==> src/rtl/prescaled_timer_pair.sv <==
module prescaled_timer_pair #(
  parameter int PRE_W     = 6,
  parameter int CNT_W     = 8,
  parameter int TICK_LOG2 = 2
) (
  input  logic             clk,
  input  logic             rst_n,
  input  logic             wr_en,
  input  logic [2:0]       wr_addr,
  input  logic [CNT_W-1:0] wr_data,
  input  logic             rd_sel,
  output logic [CNT_W-1:0] rd_data,
  input  logic             ext_in,
  output logic             irq_t0,
  output logic             irq_t1,
  output logic             tout
);
  localparam logic [PRE_W-1:0] PONE = PRE_W'(1);
  localparam logic [CNT_W-1:0] CONE = CNT_W'(1);
  localparam logic [2:0] SRC_TICK = 3'd0, SRC_EXTCLK = 3'd1, SRC_TRIG = 3'd2,
                         SRC_RETRIG = 3'd3, SRC_GATE = 3'd4, SRC_CASC = 3'd5;

  logic [TICK_LOG2-1:0] div;
  logic [PRE_W-1:0] pcode0, pcode1, pre0, pre1;
  logic [CNT_W-1:0] init0, init1, cnt0, cnt1;
  logic cont0, cont1, run0, run1, armed1, t0q, t1q;
  logic [2:0] src1;
  logic [1:0] osel;
  logic s1, s2, s3;
  logic src_pulse;

  wire tick      = &div;
  wire ext_rise  = s2 & ~s3;
  wire trig_mode = (src1 == SRC_TRIG) || (src1 == SRC_RETRIG);
  wire in0       = run0 & tick;
  wire pe0       = in0 && (pre0 == PONE);
  wire eoc0      = pe0 && (cnt0 == CONE);
  wire in1       = run1 & src_pulse;
  wire pe1       = in1 && (pre1 == PONE);
  wire eoc1      = pe1 && (cnt1 == CONE);
  wire trig_fire = trig_mode && armed1 && ext_rise && (!run1 || src1 == SRC_RETRIG);
  wire wr_ctrl   = wr_en && (wr_addr == 3'd4);

  always_comb begin
    case (src1)
      SRC_TICK, SRC_TRIG, SRC_RETRIG: src_pulse = tick;
      SRC_EXTCLK: src_pulse = ext_rise;
      SRC_GATE:   src_pulse = tick & s2;
      SRC_CASC:   src_pulse = eoc0;
      default:    src_pulse = 1'b0;
    endcase
  end

  assign rd_data = rd_sel ? cnt1 : cnt0;

  always_comb begin
    case (osel)
      2'd0:    tout = 1'b0;
      2'd1:    tout = t0q;
      2'd2:    tout = t1q;
      default: tout = div[TICK_LOG2-1];
    endcase
  end

  always_ff @(posedge clk) begin
    if (!rst_n) begin
      div <= '0;
      {s1, s2, s3} <= 3'b000;
      irq_t0 <= 1'b0;
      irq_t1 <= 1'b0;
      t0q <= 1'b0;
      t1q <= 1'b0;
    end else begin
      div <= div + TICK_LOG2'(1);
      {s1, s2, s3} <= {ext_in, s1, s2};
      irq_t0 <= eoc0;
      irq_t1 <= eoc1;
      t0q <= t0q ^ eoc0;
      t1q <= t1q ^ eoc1;
    end
  end

  always_ff @(posedge clk) begin
    if (!rst_n) begin
      pcode0 <= '0; init0 <= '0; pre0 <= '0; cnt0 <= '0;
      cont0 <= 1'b0; run0 <= 1'b0;
    end else begin
      if (in0) begin
        if (pe0) begin
          pre0 <= pcode0;
          if (cnt0 == CONE) begin
            if (cont0) cnt0 <= init0;
            else begin
              cnt0 <= '0;
              run0 <= 1'b0;
            end
          end else cnt0 <= cnt0 - CONE;
        end else pre0 <= pre0 - PONE;
      end
      if (wr_en && wr_addr == 3'd0) begin
        pcode0 <= wr_data[PRE_W-1:0];
        cont0  <= wr_data[PRE_W];
      end
      if (wr_en && wr_addr == 3'd1) init0 <= wr_data;
      if (wr_ctrl) begin
        run0 <= wr_data[1];
        if (wr_data[0]) begin
          pre0 <= pcode0;
          cnt0 <= init0;
        end
      end
    end
  end

  always_ff @(posedge clk) begin
    if (!rst_n) begin
      pcode1 <= '0; init1 <= '0; pre1 <= '0; cnt1 <= '0;
      cont1 <= 1'b0; run1 <= 1'b0; armed1 <= 1'b0;
      src1 <= SRC_TICK; osel <= 2'd0;
    end else begin
      if (in1) begin
        if (pe1) begin
          pre1 <= pcode1;
          if (cnt1 == CONE) begin
            if (cont1) cnt1 <= init1;
            else begin
              cnt1 <= '0;
              run1 <= 1'b0;
            end
          end else cnt1 <= cnt1 - CONE;
        end else pre1 <= pre1 - PONE;
      end
      if (trig_fire) begin
        pre1 <= pcode1;
        cnt1 <= init1;
        run1 <= 1'b1;
      end
      if (wr_en && wr_addr == 3'd2) begin
        pcode1 <= wr_data[PRE_W-1:0];
        cont1  <= wr_data[PRE_W];
      end
      if (wr_en && wr_addr == 3'd3) init1 <= wr_data;
      if (wr_en && wr_addr == 3'd5) begin
        src1 <= wr_data[2:0];
        osel <= wr_data[5:4];
      end
      if (wr_ctrl) begin
        armed1 <= wr_data[3];
        run1   <= wr_data[3] && !trig_mode;
        if (wr_data[2]) begin
          pre1 <= pcode1;
          cnt1 <= init1;
        end
      end
    end
  end

  AST_IRQ0_ONE_CYCLE: assert property (@(posedge clk) disable iff (!rst_n) irq_t0 |=> !irq_t0);
  AST_IRQ1_ONE_CYCLE: assert property (@(posedge clk) disable iff (!rst_n) irq_t1 |=> !irq_t1);
  AST_IRQ0_FROM_RUN: assert property (@(posedge clk) disable iff (!rst_n) irq_t0 |-> $past(run0));
  AST_SINGLE_STOPS: assert property (@(posedge clk) disable iff (!rst_n)
    (irq_t0 && !cont0 && !$past(wr_en)) |-> (!run0 && cnt0 == '0));
  AST_IDLE_HOLDS: assert property (@(posedge clk) disable iff (!rst_n)
    (!run0 && !wr_en) |=> $stable(cnt0));
  AST_GATE_CLOSED: assert property (@(posedge clk) disable iff (!rst_n)
    (src1 == SRC_GATE && !s2 && !wr_en) |=> $stable(cnt1));
  AST_ARMED_WAITS: assert property (@(posedge clk) disable iff (!rst_n)
    (trig_mode && !run1 && !ext_rise && !wr_en) |=> !run1);
endmodule

==> config.mk <==
export PLATFORM = sky130hd
export DESIGN_NAME = prescaled_timer_pair
export DESIGN_NICKNAME = d
export VERILOG_FILES = /design/src/rtl/prescaled_timer_pair.sv
export SDC_FILE = /design/constraint.sdc
export NUM_CORES = 1
export LEC_CHECK = 0
export BUFFER_PORTS_ARGS = -buffer_cell sky130_fd_sc_hd__buf_2
export CELL_PAD_IN_SITES_DETAIL_PLACEMENT = 1
export CELL_PAD_IN_SITES_GLOBAL_PLACEMENT = 1
export CORE_UTILIZATION = 45
export DETAILED_ROUTE_END_ITERATION = 16
export PLACE_DENSITY = 0.75
export SETUP_SLACK_MARGIN = 0.1
export SKIP_LAST_GASP = 1
export SYNTH_ARGS = -nofsm -noshare
export SYNTH_HDL_FRONTEND = slang
export SYNTH_SLANG_ARGS = --single-unit
==> constraint.sdc <==
create_clock -name clk -period 3.45 [get_ports clk]
set_input_delay 0.8625 -clock clk [delete_from_list [all_inputs] [get_ports clk]]
set_output_delay 0.8625 -clock clk [all_outputs]
set_load 0.03 [all_outputs]
==> summary.md <==
| Metric | Value |
|---|---|
| Outcome | `complete, no violations` |
| Setup Buffers After CTS | `0` |
| Die area | `8932 µm²` |
| Syn_area_per_cell | `8.282 µm²` |
| Post-Syn Area | `3851 µm²` |
| CTS tree | `built` |
| Later-pin clock latency in the skew report | `0.35 ns` |
| Final period util | `88.43%` |
| Req. time, crit path | `3.69 ns` |
| CTS Buffer Depth | `2` |
| ANT cells | `0` |
| DR pass1 iterations | `4` |
| # IOs | `27` |
| Max-cap violations | `0` |
| CP Class | `reg2reg` |
| Synthesized instance count | `465` |
| Post-synth top flop | `dfxtp_1` |
| Via-per-instance ratio | `5.920` |
| Final count of negative-setup-slack endpoints | `0` |
| Worst Max-Slew Pin Slew | `1.068 ns` |
| CTS root buf | `clkbuf_8` |
| P_leak | `1.624 nW` |
| Chip Width | `94.51 µm` |
| Post-synth EDFFs | `0` |
| DIE HEIGHT | `94.51 µm` |
| Largest area contributor in the netlist | `dfxtp_1` |
| Routed WL | `11240 µm` |
| Worst-path clk slew | `0.08 ns` |
| Unique masters post-synth | `60` |
| Share of cells above drive strength 1 | `14.37%` |
| Fillers | `1013` |
| Largest net degree at the start of global routing | `30` |
| Yosys reg bits | `75` |
| H-tree depth | `3` |
| Placer Congestion | `0.8506` |
| Total GRT Usage | `26.62%` |
| Cell Pwr Density | `413.0 nW/µm²` |
| Detailed Place HPWL | `7991 µm` |
| Crit path arrival time | `3.29 ns` |
| RSZ-0062 raised after global routing | `false` |
| Setup TNS | `0 ns` |
| Crit path launch type | `register` |
| Core Util, Final | `52.23%` |
| Top-area cell type share of the netlist area | `38.99%` |
| VDD IR-drop max | `0.2343 mV` |
| Syn_nets | `490` |
| DR WL/cell | `18.76 µm` |
| Fin. Hold Viols | `0` |
| First-pass GRT wire length | `18060 µm` |
| Nets | `515` |
| Vias | `3546` |
| Worst Path Max Fanout | `8` |
| Initial DRC count | `97` |
| Post-synthesis sequential area ratio | `38.99%` |
| Initial Util | `46.64%` |
| Min-Delay Path Class | `reg2reg` |
| CTS Hold Bufs | `0` |
| Slew headroom | `27.80%` |
| Synth-to-layout area growth | `11.99%` |
| DRC violations left | `0` |
| GR Overflow Total | `0` |
| Vias in the first global route | `3529` |
| TritonCTS buffer count | `9` |
| Multi-input logic area | `2200 µm²` |
| FF/Latch Area | `1501 µm²` |
| Input/output buffers | `26` |
| Final ANT Viol Nets | `0` |
| Post-layout min period | `3.051 ns` |
| Critical path endpoint category | `register` |
| Core ar. | `8258 µm²` |
| Top post-synthesis cells by count | `dfxtp_1 (75), nand2_1 (64), nor2_1 (51)` |
| Worst clock skew | `0.01215 ns` |
| Fin. max-slew vios | `0` |
| Sinks on the clock net | `75` |
| Most frequent cell after synthesis | `dfxtp_1` |
| Cts repair resizes | `0` |
| Worst hold slack | `0.4261 ns` |
| Dominant cells by area after synthesis | `dfxtp_1 (39%), mux2i_1 (6.5%), nand2_1 (6.2%)` |
| Initial antenna violation count | `0` |
| Ys async rst share | `0%` |
| # rows | `33` |
| Maximum clock frequency | `327.8 MHz` |
| Synthesis Warnings | `0` |
## per-stage QoR
step,worst slack [ns],instances,instance area (µm²),total power [mW]
after floorplan,0.7320,465,3851,1.004
after global placement,0.4764,584,4098,1.051
after global routing,0.1744,599,4313,1.862
after detailed placement,0.4603,584,4098,1.056
final,0.3990,599,4313,1.781
after CTS,0.3777,599,4313,1.798
## logic make-up (layout without fill, tap and decap cells)
| kind of cell | after synthesis | in the layout | share of synthesized area (%) |
|---|---|---|---|
| XOR/XNOR | 10 | 10 | 2.274 |
| AO/OA/AOI/OAI | 107 | 107 | 18.06 |
| AND/OR/NAND/NOR | 192 | 192 | 24.43 |
| flip-flops | 75 | 75 | 38.99 |
| adder cells (fa/ha/maj) | 9 | 9 | 2.924 |
| multiplexers | 35 | 35 | 9.422 |
| buffers and inverters | 37 | 66 | 3.899 |
## area by class of cell
cell class                 instances  share of cell area [%]
tap                              105                   3.046
inverter                          14                   1.218
sequential                        75                   34.81
clock inverter                     5                   1.799
timing repair buffer              37                   4.932
multi-input combinational        353                   51.00
clock buffer                      10                   3.191
## layout by cell type (no fill, tap or decap), drive strengths merged, types with 3 or more instances in the layout
| cell type | n |
|---|---|
| a211oi | 4 |
| a21oi | 30 |
| a22oi | 4 |
| a31oi | 12 |
| and2 | 7 |
| and3 | 5 |
| buf | 37 |
| clkbuf | 10 |
| clkinv | 3 |
| dfxtp | 75 |
| ha | 9 |
| inv | 13 |
| mux2 | 10 |
| mux2i | 25 |
| nand2 | 64 |
| nand2b | 4 |
| nand3 | 12 |
| nor2 | 51 |
| nor2b | 6 |
| nor3 | 12 |
| nor3b | 3 |
| nor4 | 6 |
| o211ai | 4 |
| o21ai | 20 |
| o221ai | 6 |
| o22ai | 3 |
| o31ai | 4 |
| or3 | 3 |
| or4 | 5 |
| xnor2 | 7 |
| xor2 | 3 |
## power breakdown
part | switching, mW | leakage (nW) | internal (mW)
combinational | 0.0860 | 0.909 | 0.0508
clock | 0.323 | 0.108 | 0.421
sequential | 0.0174 | 0.607 | 0.883
total | 0.427 | 1.62 | 1.35
## final timing paths
check	from	endpoint	slack, ns	cells after the start
hold / removal	div[0]	div[0]	0.43	1
setup reg to reg	cnt0[0]	pre1[1]	0.40	6
hold reg to reg	div[0]	div[0]	0.43	1
setup / recovery	cnt0[0]	pre1[1]	0.40	6
## flip-flops by register name, summed over array words and instances, names as in the netlist, 6 cells and up
signal	flops
init1	8
cnt0	8
pcode0	6
init0	8
cnt1	8
pcode1	6
pre1	6
pre0	6
## critical path: stages, from the launching register on
cell and delay, ns:
dfxtp_1 0.46, ha_1 0.26, or3b_2 0.52, or4_4 0.57, a31oi_1 0.50, mux2_2 0.40
o221a_2 0.24
## metal layers
metal	track usage [%]	vias up	routed length (µm)	part of all wire, %
met5	0	-	0	0
met4	8.081	0	191	1.7
met3	4.428	12	448	4.0
met2	46.01	63	5505	49
met1	33.83	1744	5095	45
li1	-	1727	-	-
Note: power is estimated with default switching activity, not from simulation.
